--- config.mk ---
export PLATFORM = sky130hd
export DESIGN_NAME = gf4096_mult
export DESIGN_NICKNAME = d
export VERILOG_FILES = /design/src/rtl/gf_pkg.sv /design/src/rtl/gf64_mul_net.sv /design/src/rtl/gf4096_core.sv /design/src/rtl/gf4096_mult.sv
export SDC_FILE = /design/constraint.sdc
export NUM_CORES = 1
export LEC_CHECK = 0
export BUFFER_PORTS_ARGS = -buffer_cell sky130_fd_sc_hd__clkbuf_2
export CAP_MARGIN = 20
export CORE_MARGIN = 3
export CORE_UTILIZATION = 50
export DETAILED_ROUTE_END_ITERATION = 10
export HOLD_SLACK_MARGIN = 0.08
export PLACE_DENSITY_LB_ADDON = 0.08
export SKIP_CTS_REPAIR_TIMING = 1
export SYNTH_ARGS = -nofsm -noshare
export SYNTH_HDL_FRONTEND = slang
export SYNTH_SLANG_ARGS = --single-unit
--- constraint.sdc ---
create_clock -name clk -period 1.8 [get_ports clk]
set_input_delay 0.36 -clock clk [delete_from_list [all_inputs] [get_ports clk]]
set_output_delay 0.36 -clock clk [all_outputs]
set_load 0.02 [all_outputs]
--- src/rtl/gf_pkg.sv ---
package gf_pkg;
  parameter int HALF_W = 6;
  parameter int ELEM_W = 2 * HALF_W;
  // x^6 + x + 1 without its leading term
  parameter logic [HALF_W-1:0] SUB_POLY  = 6'h03;
  // constant term of the extension polynomial X^2 + X + c
  parameter logic [HALF_W-1:0] EXT_CONST = 6'h21;
  parameter logic [ELEM_W-1:0] STEP_GEN  = 12'hE01;
  parameter logic [ELEM_W-1:0] ONE       = 12'h001;

  // multiply a subfield element by x, folding the carry back in
  function automatic logic [HALF_W-1:0] sub_xtime(input logic [HALF_W-1:0] v);
    return {v[HALF_W-2:0], 1'b0} ^ (v[HALF_W-1] ? SUB_POLY : '0);
  endfunction

  // compose result halves from the three subfield products
  function automatic logic [ELEM_W-1:0] ext_pack(input logic [HALF_W-1:0] mix,
                                                  input logic [HALF_W-1:0] lo,
                                                  input logic [HALF_W-1:0] hi_scaled);
    return {mix ^ lo, hi_scaled ^ lo};
  endfunction
endpackage

--- src/rtl/gf64_mul_net.sv ---
module gf64_mul_net
  import gf_pkg::*;
(
  input  logic [HALF_W-1:0] a,
  input  logic [HALF_W-1:0] b,
  output logic [HALF_W-1:0] p
);
  logic [HALF_W-1:0] acc [0:HALF_W];
  logic [HALF_W-1:0] shf [0:HALF_W];

  assign acc[0] = '0;
  assign shf[0] = b;

  for (genvar s = 0; s < HALF_W; s++) begin : g_stage
    assign acc[s+1] = a[s] ? (acc[s] ^ shf[s]) : acc[s];
    assign shf[s+1] = sub_xtime(shf[s]);
  end

  assign p = acc[HALF_W];

  // one is the identity of the subfield network
  always_comb begin
    if (a == 6'd1) assert_gf64_identity_R1: assert (p == b);
  end
endmodule

--- src/rtl/gf4096_core.sv ---
module gf4096_core
  import gf_pkg::*;
(
  input  logic [ELEM_W-1:0] x,
  input  logic [ELEM_W-1:0] y,
  output logic [ELEM_W-1:0] z
);
  // bits 11:6 are the X coefficient
  logic [HALF_W-1:0] xh, xl, yh, yl;
  assign xh = x[ELEM_W-1:HALF_W];
  assign xl = x[HALF_W-1:0];
  assign yh = y[ELEM_W-1:HALF_W];
  assign yl = y[HALF_W-1:0];

  logic [HALF_W-1:0] prod_mix, prod_lo, prod_hi, prod_hi_scaled;

  gf64_mul_net u_mix   (.a(xh ^ xl), .b(yh ^ yl), .p(prod_mix));
  gf64_mul_net u_lo    (.a(xl),      .b(yl),      .p(prod_lo));
  gf64_mul_net u_hi    (.a(xh),      .b(yh),      .p(prod_hi));
  gf64_mul_net u_scale (.a(prod_hi), .b(EXT_CONST), .p(prod_hi_scaled));


  assign z = ext_pack(prod_mix, prod_lo, prod_hi_scaled);
endmodule

--- src/rtl/gf4096_mult.sv ---
module gf4096_mult
  import gf_pkg::*;
#(
  parameter bit REG_OUT = 1'b1
)(
  input  logic              clk,
  input  logic              rst_n,
  input  logic              in_valid,
  input  logic              mode,
  input  logic [ELEM_W-1:0] op_a,
  input  logic [ELEM_W-1:0] op_b,
  output logic              out_valid,
  output logic [ELEM_W-1:0] product
);
  logic              step_zero;
  logic [ELEM_W-1:0] sel_b;
  logic [ELEM_W-1:0] core_z;
  logic [ELEM_W-1:0] result;

  assign step_zero = mode && (op_a == '0);
  assign sel_b     = mode ? STEP_GEN : op_b;   // op_b dropped in step mode

  gf4096_core u_core (.x(op_a), .y(sel_b), .z(core_z));

  assign result = step_zero ? ONE : core_z;

  if (REG_OUT) begin : g_reg
    always_ff @(posedge clk or negedge rst_n) begin
      if (!rst_n) begin
        out_valid <= 1'b0;
        product   <= '0;
      end else begin
        out_valid <= in_valid;
        if (in_valid) product <= result;
      end
    end

    assert_valid_latency_R8: assert property (@(posedge clk) disable iff (!rst_n)
      in_valid |=> out_valid);
    assert_no_spurious_valid_R8: assert property (@(posedge clk) disable iff (!rst_n)
      !in_valid |=> !out_valid);
    assert_step_zero_R5: assert property (@(posedge clk) disable iff (!rst_n)
      (in_valid && mode && op_a == '0) |=> product == ONE);
    assert_identity_R7: assert property (@(posedge clk) disable iff (!rst_n)
      (in_valid && !mode && op_b == ONE) |=> product == $past(op_a));
    assert_low_only_R1: assert property (@(posedge clk) disable iff (!rst_n)
      (in_valid && !mode && op_a[ELEM_W-1:HALF_W] == '0 && op_b[ELEM_W-1:HALF_W] == '0)
      |=> product[ELEM_W-1:HALF_W] == '0);
    assert_hold_R9: assert property (@(posedge clk) disable iff (!rst_n)
      !in_valid |=> $stable(product));
  end else begin : g_comb
    assign out_valid = in_valid;
    assign product   = result;
  end
endmodule

==> results.md, run 1 <==
- 0 antenna diodes ended up in the layout.
- The main flop type after synthesis is sky130_fd_sc_hd__dfrtp_1.
- Including well taps, the total number of placed cells is 539.
- The first-pass iteration count of the detailed router is 5.
- The area enclosed by the die boundary is 6510 um^2.
- The commonest non-fill, non-tap cell in the layout is sky130_fd_sc_hd__buf_4.
- The routed via count divided by cell count is about 6.2.
- The category of the worst setup path capture point is a register.
- The most heavily used metal layer in global routing is met2.
- For this configuration, the core starts out at a cell density of between 50% and 60%.
- The worst path in the final design needs a cycle of 2220 ps, including I/O delays and setup.
- The number of buffers and inverters on the critical path is 2.
- The number of enable-type register cells in the synthesized netlist is 0.
- The internal reg-to-reg setup slack is 770 ps.
- The overall power consumption is 3.00 mW.
- The initial antenna violation count is 0.
- The cell count after synthesis is 376.
- Across every metal layer, demand over resource in global routing totals 27.4%.
- The largest individual stage delay along the critical path comes from the cell sky130_fd_sc_hd__nor4_1.
- The combinational family with the most area after synthesis is XOR/XNOR gates.
- The depth of the worst hold-timing path is 1.
- The final layout contains approximately 510 nets.
- Setup slack on the critical path of the routed design comes to -417 ps.
- The mapped netlist covers 2790 um^2.
- The placer's final routability congestion estimate is 0.866.
- After synthesis, flip-flops and latches occupy 11.7% of the total area.
- In the routed design, unresolved DRC markers number 0.
- The fraction of the mapped netlist area in simple logic gates is 22.4%.
- The number of synthesized register bits is 13.
- Max-cap violations in this run came to 0.
- Leaving out fill and tap cells, the most frequent cells in the layout are 81 x sky130_fd_sc_hd__buf_4, 46 x sky130_fd_sc_hd__xnor2_1, 42 x sky130_fd_sc_hd__nand2_1.
- The endpoint of the most critical register-to-register path is product[7].
- After routing, the total negative slack on setup checks comes to -2990 ps.
- The synthesized area divided by synthesized cell count is 7.42 um^2.
- In this run the vertical extent of the chip is 80.7 um.
- The clock tree from TritonCTS is done.
- The CTS buffer count is 3.
- The worst hold endpoint is out_valid.
- The flow ran to the end, but the final reports show violations.
- The reg-to-reg critical path startpoint is product[7].
- The synthesized netlist net count is 404.
- The average wire per standard cell is slightly above 20 um.
- In the synthesized netlist, mux cells make up around 2.2% of the area.
- The number of global-route vias before repair is between 2,000 and 3,000.
- The origin of the worst min-delay path is in_valid.
- In this run the tightest slew margin relative to its limit is 58.7%.
- The die is ~81 um wide.
- The layout cell share with drive strength beyond 1 is 44.7%.
- The length in cells of the worst reg-to-reg path is 2.
- The number of vias after detailed routing is 3,423.
- The final reports fail on setup timing.
- The number of warnings issued by yosys is 0.
- The count of clock tree sinks is 13.
- The final hold violation count was 0.
- Setup repair after global routing could not meet its margin everywhere.
- In this run, the number of DRC markers left after iteration 0 of detailed routing was 255.
- The first global-routing pass estimated around 14,000 um of wire.
- At the pin with the least slew margin, the transition time is about 610 ps.
- Clock-pin slew was measured on the worst setup and hold paths at around 50 ps.
- The HPWL after detailed placement is 6810 um.
- The fraction of synthesis flops using an asynchronous set or reset pin is 100%.
- The highest cell delay on the worst timing path is 540 ps.
- The ratio of total power to cell area is 649 nW/um^2.
- The final layout contains routed wiring with a total length of 11,300 um.
- Traced cell by cell, the critical path runs through clkbuf_2, buf_4, nor4_1, nand4b_1, nand2_2, nor3_1, or3b_1.
- The part of the cycle the worst path needs is 123%.
- Buffers placed on the I/O ports in this run total 40.
- For met2 alone, demand over resource in global routing was 46.9%.
- The sort of element at the start of the critical path is an input port.
- The leakage power summed over all cells is 2.05 nW.
- The number of cell rows is 26.
- The synthesized netlist devotes 18.7% of its cell area to compound gates.
- The worst vdd rail ir drop is 651 uV.
- The worst-case clock buffer depth is 2.
- The total I/O pin count is 41.
- Across the routed clock network, the largest skew measured is 0 ps.
- Summing the areas of all xor and xnor instances in the mapped netlist gives 37.9% of the synthesized area.
- The worst min-delay path class is input port to register.
- The arrival time reported for the critical path endpoint is 2330 ps.
- The met1 track utilization from global routing is 38.2%.
- The overall overflow remaining after global route is 0.
- The adder and majority gate portion of the synthesized area is 0%.
- The number of H-tree levels is 1.
- The root buffer cell is sky130_fd_sc_hd__clkbuf_8.
- After floorplanning, the core was sized to cover 5240 um^2.
- At the worst endpoint, the required time is 1920 ps.
- The highest clock frequency the design can meet is between 400 and 500 MHz.
- The max-slew violation count is 0.
- The pre-CTS setup slack is -532 ps.
- The count of placed standard cells in the final layout, fillers left out is 555.
- At the later pin of the worst-skew pair, clock insertion delay measures 240 ps.
- Setup violations remaining at the end of the flow were counted as 12.
- The kind of critical path is input port to register.
- The remaining antenna violation count after routing is 0.
- Relative to the synthesized area, the layout overhead comes to 66.0%.
- Of all nets on the critical path, the largest fanout is 15.
- Yosys mapped the design onto 59 distinct sky130hd cell types.
- The met3 capacity usage during global routing is ~2.1%.
- The family with the most delay on the worst path is simple AND/OR/NAND/NOR gates.
- The largest net degree at the start of global routing is 31.
==> how the worst max path moves through the flow <==
stage	startpoint	endpoint	slack (ps)	depth (start not counted)
final	op_a[9]	product[7]	-420	7
after global routing	op_a[9]	product[7]	-410	7
after CTS	op_b[4]	product[7]	-280	8
after detailed placement	op_b[4]	product[7]	-530	8
after global placement	op_b[5]	product[7]	-480	8
after floorplan	op_b[5]	product[7]	-340	8
==> final cells by class <==
class | instances | area (um^2)
Multi-Input combinational cell | 316 | 2830
Timing Repair Buffer | 141 | 1310
Clock buffer | 4 | 45.0
Inverter | 11 | 41.3
Fill cell | 235 | 606
Tap cell | 70 | 87.6
Sequential cell | 13 | 325
==> registers in the layout, summed over array words and instances (netlist names) <==
register and count:
product 12, out_valid 1
==> metrics by stage <==
stage | instance area (um^2) | hold slack [ps] | util [%]
floorplan | 3100 | 64.4 | -
global placement | 3830 | 264 | 73.2
detailed placement | 3830 | 270 | 73.2
CTS | 3880 | 11.6 | 74.1
global route | 4630 | 507 | 88.4
finish | 4630 | 496 | 88.4
==> cells by family after synthesis <==
family,after synthesis
AO/OA/AOI/OAI,78
AND/OR/NAND/NOR,131
flip-flops,13
buffers and inverters,47
multiplexers,6
XOR/XNOR,101
==> layer usage <==
layer / routed length (um) / vias to the layer above
met1: 4260 / 1595
li1: - / 1507
met5: 0 / -
met4: 692 / 0
met2: 5460 / 250
met3: 900 / 71
==> where the power goes <==
group / switching (mW) / internal (mW) / total, mW / leakage [nW]
Clock: 0.103 / 0.156 / 0.260 / 0.0228
Combinational: 1.14 / 1.12 / 2.26 / 1.87
Sequential: 0.0707 / 0.415 / 0.485 / 0.157
Total: 1.31 / 1.69 / 3.00 / 2.05
==> synth_stat cells (3+ instances only) <==
master / n / area (um^2)
sky130_fd_sc_hd__a21boi_0: 4 / 30.0
sky130_fd_sc_hd__a21oi_1: 12 / 60.1
sky130_fd_sc_hd__a31oi_1: 3 / 18.8
sky130_fd_sc_hd__buf_2: 11 / 55.1
sky130_fd_sc_hd__clkbuf_1: 21 / 78.8
sky130_fd_sc_hd__dfrtp_1: 13 / 325
sky130_fd_sc_hd__inv_1: 11 / 41.3
sky130_fd_sc_hd__mux2i_1: 4 / 40.0
sky130_fd_sc_hd__nand2_1: 47 / 176
sky130_fd_sc_hd__nand2b_1: 3 / 18.8
sky130_fd_sc_hd__nand3_1: 8 / 40.0
sky130_fd_sc_hd__nand4_1: 3 / 18.8
sky130_fd_sc_hd__nor2_1: 24 / 90.1
sky130_fd_sc_hd__nor2b_1: 6 / 37.5
sky130_fd_sc_hd__nor3_1: 22 / 110
sky130_fd_sc_hd__nor4_1: 5 / 31.3
sky130_fd_sc_hd__nor4bb_1: 3 / 30.0
sky130_fd_sc_hd__o21ai_0: 21 / 105
sky130_fd_sc_hd__o22ai_1: 9 / 56.3
sky130_fd_sc_hd__xnor2_1: 63 / 552
sky130_fd_sc_hd__xnor2_2: 3 / 48.8
sky130_fd_sc_hd__xnor3_1: 8 / 180
sky130_fd_sc_hd__xor2_1: 24 / 210
Power figures use the tool's default switching activity.
==> run 2: changes to the inputs <==
--- a/config.mk
+++ b/config.mk
@@ -16,3 +16,4 @@
 export SYNTH_ARGS = -nofsm -noshare
 export SYNTH_HDL_FRONTEND = slang
 export SYNTH_SLANG_ARGS = --single-unit
+export TNS_END_PERCENT = 50
==> results.md, run 2 (same netlist as run 1, synthesis figures left out) <==
- The first-pass iteration count of the detailed router came to 5 (unchanged).
- The arrival time reported for the critical path endpoint was 2150 ps (-180 ps).
- The antenna cell count is 0 (unchanged).
- The register with the most flip-flops in the final layout is product.
- The number of global-route vias before repair was 2,685 (-5.4%).
- The average wire per standard cell is 18.3 um (-10%).
- The routed via count divided by cell count was 5.93 (-3.8%).
- The largest net degree at the start of global routing is 30 (-3.2%).
- The final reports fail on setup timing.
- The launching instance or port of the critical path is op_b[11].
- The worst hold endpoint is out_valid.
- The category of the worst setup path capture point is a register.
- The relative slew slack is 71.4% (+13 points).
- The final critical-path required period is 2050 ps (-167 ps).
- The HPWL after detailed placement is 6670 um (-2.0%).
- The number of H-tree levels is 1 (unchanged).
- The worst-case clock buffer depth is 2 (unchanged).
- The register clock-pin slew on the reported worst setup and hold paths is 50 ps (about the same).
- The final routed DRC violation total was 0 (unchanged).
- The overall overflow remaining after global route is 0 (unchanged).
- The initial antenna violation count came to 0 (unchanged).
- The layout cell share with drive strength beyond 1 is 41.3% (-3.5 points).
- The count of routing violations after the opening detailed-route iteration is 272 (+6.7%).
- The later-pin clock latency in the skew report is 240 ps (about the same).
- The y dimension of the die is 80.7 um (unchanged).
- The count of buffers inserted at the top-level ports is 40 (unchanged).
- The maximum clock skew at final layout is 0 ps (unchanged).
- The area overhead of the layout relative to synthesis is 55.0%.
- The commonest non-fill, non-tap cell in the layout is sky130_fd_sc_hd__buf_4.
- The leakage power summed over all cells is 1.94 nW (-5.4%).
- The highest clock frequency the design can meet was 488 MHz (+8.2%).
- In the layout the commonest cells are 83 x sky130_fd_sc_hd__buf_4, 48 x sky130_fd_sc_hd__xnor2_1, 41 x sky130_fd_sc_hd__nand2_1.
- The depth of the worst hold-timing path is 1 (unchanged).
- The total of fill cells in the finished design is 311 (+32%).
- The number of cell rows came to 26 (unchanged).
- The number of maximum-capacitance violations is 0 (unchanged).
- The final number of setup-violating endpoints came to 12 (unchanged).
- The measured slew at the worst slew-check pin is 426 ps (-188 ps).
- The total I/O pin count is 41 (unchanged).
- The smallest setup slack after layout is -249 ps (+167 ps).
- The length in cells of the worst reg-to-reg path came to 2 (unchanged).
- The die width is 80.7 um (unchanged).
- The remaining antenna violation count after routing came to 0 (unchanged).
- The CTS buffer count is 3 (unchanged).
- The highest fanout seen on the critical path was 6 (-9).
- The part of the cycle the worst path needs is 114% (-9.3 points).
- The tree is rooted in a sky130_fd_sc_hd__clkbuf_8.
- The area of the placeable core came to 5240 um^2 (unchanged).
- The final non-filler cell area is 4330 um^2 (-6.6%).
- The max-slew violation count is 0 (unchanged).
- The kind of critical path is input port to register.
- STA classifies the critical path startpoint as an input port.
- The reg-to-reg critical path startpoint is product[7].
- The total detailed-routing wirelength is 10,000 um (-11%).
- The worst register-to-register path ends at product[7].
- The placer's final routability congestion estimate was 0.893 (+3.1%).
- The ratio of total power to cell area is 662 nW/um^2 (+2.1%).
- The flow ran to the end, but the final reports show violations.
- Setup repair after global routing could not meet its margin everywhere.
- The worst min-delay path class is input port to register.
- The final hold violation count came to 0 (unchanged).
- The internal reg-to-reg setup slack is 770 ps (about the same).
- The global-route usage over all layers came to 26.0% (-1.3 points).
- The origin of the worst min-delay path is in_valid.
- The flip-flop count of the largest register after layout is 12 (unchanged).
- The starting density of the core is 53.3% (unchanged).
- The critical path data required time was 1910 ps (about the same).
- TritonCTS built the clock tree.
- The global-route wire length before repair is 13,300 um (-5.8%).
- The area enclosed by the die boundary is 6510 um^2 (unchanged).
- The pre-CTS setup slack is -537 ps (-5.10 ps).
- The layout net count is 509 (-0.97%).
- The largest registers in the layout are product x12, out_valid x1.
- The worst vdd rail ir drop is 736 uV (+13%).
- The count of clock tree sinks came to 13 (unchanged).
- The number of vias after detailed routing is 3,263 (-4.7%).
- The instance area after placement was 3790 um^2 (-1.0%).
-- run 2: worst max-delay path by stage --
| stage | to | slack, ps | cells past startpoint |
|---|---|---|---|
| after global routing | product[1] | -350 | 11 |
| final | product[1] | -250 | 11 |
| after global placement | product[7] | -520 | 8 |
| after floorplan | product[7] | -340 | 8 |
| after CTS | product[0] | -280 | 10 |
| after detailed placement | product[0] | -540 | 10 |
-- run 2: critical path: stages --
cell and delay, ps:
sky130_fd_sc_hd__buf_2 160, sky130_fd_sc_hd__buf_4 180, sky130_fd_sc_hd__xnor2_1 120, sky130_fd_sc_hd__buf_4 160, sky130_fd_sc_hd__a2bb2oi_1 140, sky130_fd_sc_hd__buf_4 150
sky130_fd_sc_hd__a2111o_1 350, sky130_fd_sc_hd__o2111a_1 150, sky130_fd_sc_hd__nand2_1 100, sky130_fd_sc_hd__xnor2_1 160, sky130_fd_sc_hd__o22ai_1 120
-- run 2: layer usage --
metal | vias to the layer above | GRT usage (%) | routed length, um
li1 | 1497 | - | -
met1 | 1541 | 36.8 | 3800
met2 | 186 | 45.3 | 5140
met3 | 39 | 0.785 | 730
met4 | 0 | 3.72 | 375
met5 | - | 0 | 0
-- run 2: through the flow --
stage / std cells / TNS [ps] / power, mW / hold WS [ps] / utilization, %
3_3_place_gp: 538 / -5160 / 2.32 / 265 / 72.4
4_1_cts: 542 / -2510 / 2.63 / 13.3 / 73.3
2_1_floorplan: 376 / -1440 / 1.76 / 64.4 / -
5_1_grt: 550 / -2500 / 3.04 / 496 / 82.6
3_5_place_dp: 538 / -5470 / 2.37 / 266 / 72.4
6_report: 550 / -1780 / 2.86 / 475 / 82.6
-- run 2: area by class of cell --
cell class	instances	area (um^2)	share of cell area (%)
multi-input cells	316	2680	62.0
flip-flops and latches	13	325	7.52
well taps	70	87.6	2.02
clock buffers	4	45.0	1.04
inverters	11	41.3	0.955
repair buffers	136	1150	26.5
-- run 2: power breakdown --
group          internal [mW]  switching, mW  total, mW
sequential             0.414         0.0711      0.486
clock                  0.156          0.101      0.257
combinational           1.06           1.06       2.12
==> run 3: changes to the inputs <==
--- a/config.mk
+++ b/config.mk
@@ -9,6 +9,7 @@
 export CAP_MARGIN = 20
 export CORE_MARGIN = 3
 export CORE_UTILIZATION = 50
+export CTS_BUF_LIST = sky130_fd_sc_hd__clkbuf_16
 export DETAILED_ROUTE_END_ITERATION = 10
 export HOLD_SLACK_MARGIN = 0.08
 export PLACE_DENSITY_LB_ADDON = 0.08
==> results.md, run 3 (same netlist as run 1, synthesis figures left out) <==
- The part of the cycle the worst path needs is 113% (-0.71 points).
- The depth of the worst hold-timing path is 1 (unchanged).
- The count of placed standard cells including taps is 538 (unchanged).
- The total detailed-routing wirelength was 9680 um (-3.6%).
- The overall overflow remaining after global route is 0 (unchanged).
- The reported net switching power was 1.26 mW (+2.4%).
- The maximum clock skew at final layout is 0 ps (unchanged).
- The register clock-pin slew on the reported worst setup and hold paths is 40 ps (about the same).
- The instance area after placement is 3790 um^2 (unchanged).
- The final non-filler cell area was 4470 um^2 (+3.3%).
- The tightest min-delay check is of the input port to register type.
- The flow ran to the end, but the final reports show violations.
- The routed via count divided by cell count is 5.81 (-2.1%).
- The highest cell delay on the worst timing path is 340 ps (about the same).
- The placer's final routability congestion estimate is 0.893 (unchanged).
- The largest registers in the layout are product x12, out_valid x1.
- The register with the most flip-flops is product.
- The CTS buffer count was 3 (unchanged).
- The final hold violation count is 0 (unchanged).
- The largest net degree at the start of global routing came to 30 (unchanged).
- The overall power consumption was 3.07 mW (+7.3%).
- The HPWL after detailed placement is 6670 um (unchanged).
- The remaining antenna violation count after routing is 0 (unchanged).
- The area enclosed by the die boundary is 6510 um^2 (unchanged).
- The arrival time reported for the critical path endpoint was 2150 ps (about the same).
- The layout cell share with drive strength beyond 1 is 43.1% (+1.8 points).
- The total I/O pin count is 41 (unchanged).
- The final number of setup-violating endpoints is 12 (unchanged).
- The proportion of power drawn by flip-flops and latches is 15.8% (-1.2 points).
- The flip-flop count of the largest register after layout is 12 (unchanged).
- The global-route wire length before repair came to 13,400 um (+0.57%).
- The final critical-path required period is 2040 ps (-12.9 ps).
- STA classifies the critical path endpoint as a register.
- TritonCTS built the clock tree.
- The area of the placeable core is 5240 um^2 (unchanged).
- The area overhead of the layout relative to synthesis is 60.1%.
- The relative slew slack was 70.9% (-0.52 points).
- The starting density of the core is 53.3% (unchanged).
- The die width came to 80.7 um (unchanged).
- The count of placed standard cells in the final layout, fillers left out was 555 (+0.91%).
- The highest clock frequency the design can meet is 491 MHz (+0.63%).
- The initial antenna violation count is 0 (unchanged).
- The smallest setup slack after layout is -236 ps (+12.9 ps).
- The first-pass iteration count of the detailed router is 5 (unchanged).
- The average wire per standard cell was 17.4 um (-4.5%).
- The global-route usage over all layers is 26.2% (+0.16 points).
- The count of buffers inserted at the top-level ports is 40 (unchanged).
- The later-pin clock latency in the skew report is 240 ps (about the same).
- STA classifies the critical path startpoint as an input port.
- The net switching share of the total power is 41.1% (-2.0 points).
- The measured slew at the worst slew-check pin is 433 ps (+7.71 ps).
- The critical path data required time is 1910 ps (about the same).
- The worst hold-check slack is 481 ps (+6.51 ps).
- The number of vias after detailed routing is 3,223 (-1.2%).
- The number of maximum-capacitance violations is 0 (unchanged).
- The worst-case clock buffer depth is 2 (unchanged).
- The worst vdd rail ir drop is 829 uV (+13%).
- The commonest non-fill, non-tap cell in the layout is sky130_fd_sc_hd__buf_4.
- The ratio of total power to cell area is 688 nW/um^2 (+3.9%).
- The length in cells of the worst reg-to-reg path is 2 (unchanged).
- The checks that failed: setup timing.
- The antenna cell count is 0 (unchanged).
- Traced cell by cell, the critical path runs through buf_8, xor2_4, o211a_1, a2111oi_4, xnor3_2, xnor2_2, nand4_1, or3b_1.
- The kind of critical path is input port to register.
- The layout net count was 514 (+0.98%).
- The relative contribution of combinational cells to total power is 71.0% (-3.1 points).
- The y dimension of the die is 80.7 um (unchanged).
- The count of routing violations after the opening detailed-route iteration is 202 (-26%).
- The number of cell rows is 26 (unchanged).
- The post-layout utilization of the core is 85.3% (+2.7 points).
- The cell-internal power is 1.81 mW (+11%).
- The slowest stage of the critical path is the sky130_fd_sc_hd__xnor3_2 cell.
- The final routed DRC violation total is 0 (unchanged).
- The number of global-route vias before repair is 2,708 (+0.86%).
- The leakage power summed over all cells was 2.01 nW (+3.6%).
- The count of clock tree sinks was 13 (unchanged).
- The number of H-tree levels is 1 (unchanged).
- The highest fanout seen on the critical path is 5 (-1).
- Setup repair after global routing could not meet its margin everywhere.
- The root buffer cell is sky130_fd_sc_hd__clkbuf_16.
- The max-slew violation count is 0 (unchanged).
- The part of the power in the clock network was 13.2% (+4.2 points).
- Leaving out fill and tap cells, the most frequent cells in the layout are 85 x sky130_fd_sc_hd__buf_4, 46 x sky130_fd_sc_hd__xnor2_1, 41 x sky130_fd_sc_hd__nand2_1.
## run 3: per-layer routing
| layer | wire length, um | GRT usage (%) | vias to the layer above |
|---|---|---|---|
| met1 | 3870 | 36.8 | 1551 |
| met2 | 4960 | 45.9 | 141 |
| li1 | - | - | 1511 |
| met3 | 665 | 0.785 | 20 |
| met4 | 189 | 3.72 | 0 |
| met5 | 0 | 0 | - |
## run 3: final cells by class
| class | count | area [um^2] |
|---|---|---|
| Timing Repair Buffer | 141 | 1220 |
| Multi-Input combinational cell | 316 | 2720 |
| Sequential cell | 13 | 325 |
| Fill cell | 274 | 769 |
| Clock buffer | 3 | 75.1 |
| Inverter | 11 | 41.3 |
| Clock inverter | 1 | 3.75 |
| Tap cell | 70 | 87.6 |
## run 3: final timing paths
path                             from     endpoint  slack, ps
max                           op_a[0]   product[7]       -240
min                          in_valid    out_valid        480
max reg2reg                product[7]   product[7]        780
min reg2reg                product[0]   product[0]        520
max in group asynchronous       rst_n  product[11]       1000
min in group asynchronous       rst_n  product[10]        560
## run 3: metrics by stage
| step | TNS (ps) | worst slack [ps] |
|---|---|---|
| floorplan | -1440 | -342 |
| global placement | -5160 | -522 |
| detailed placement | -5470 | -537 |
| CTS | -2580 | -289 |
| global route | -2640 | -313 |
| finish | -1590 | -236 |
## run 3: power by group through the flow
stage / clock (mW) / combinational (mW) / sequential [mW]
after detailed placement: 0 / 1.88 / 0.486
after floorplan: 0 / 1.13 / 0.629
after global routing: 0.425 / 2.33 / 0.499
after CTS: 0.408 / 1.89 / 0.486
after global placement: 0 / 1.84 / 0.479
final: 0.405 / 2.18 / 0.486
## run 3: critical path, delay by kind of cell
family          cells  cell delay [ps]
compound gates      2              560
xor+xnor            3              700
buf+inv             1              110
simple gates        2              430
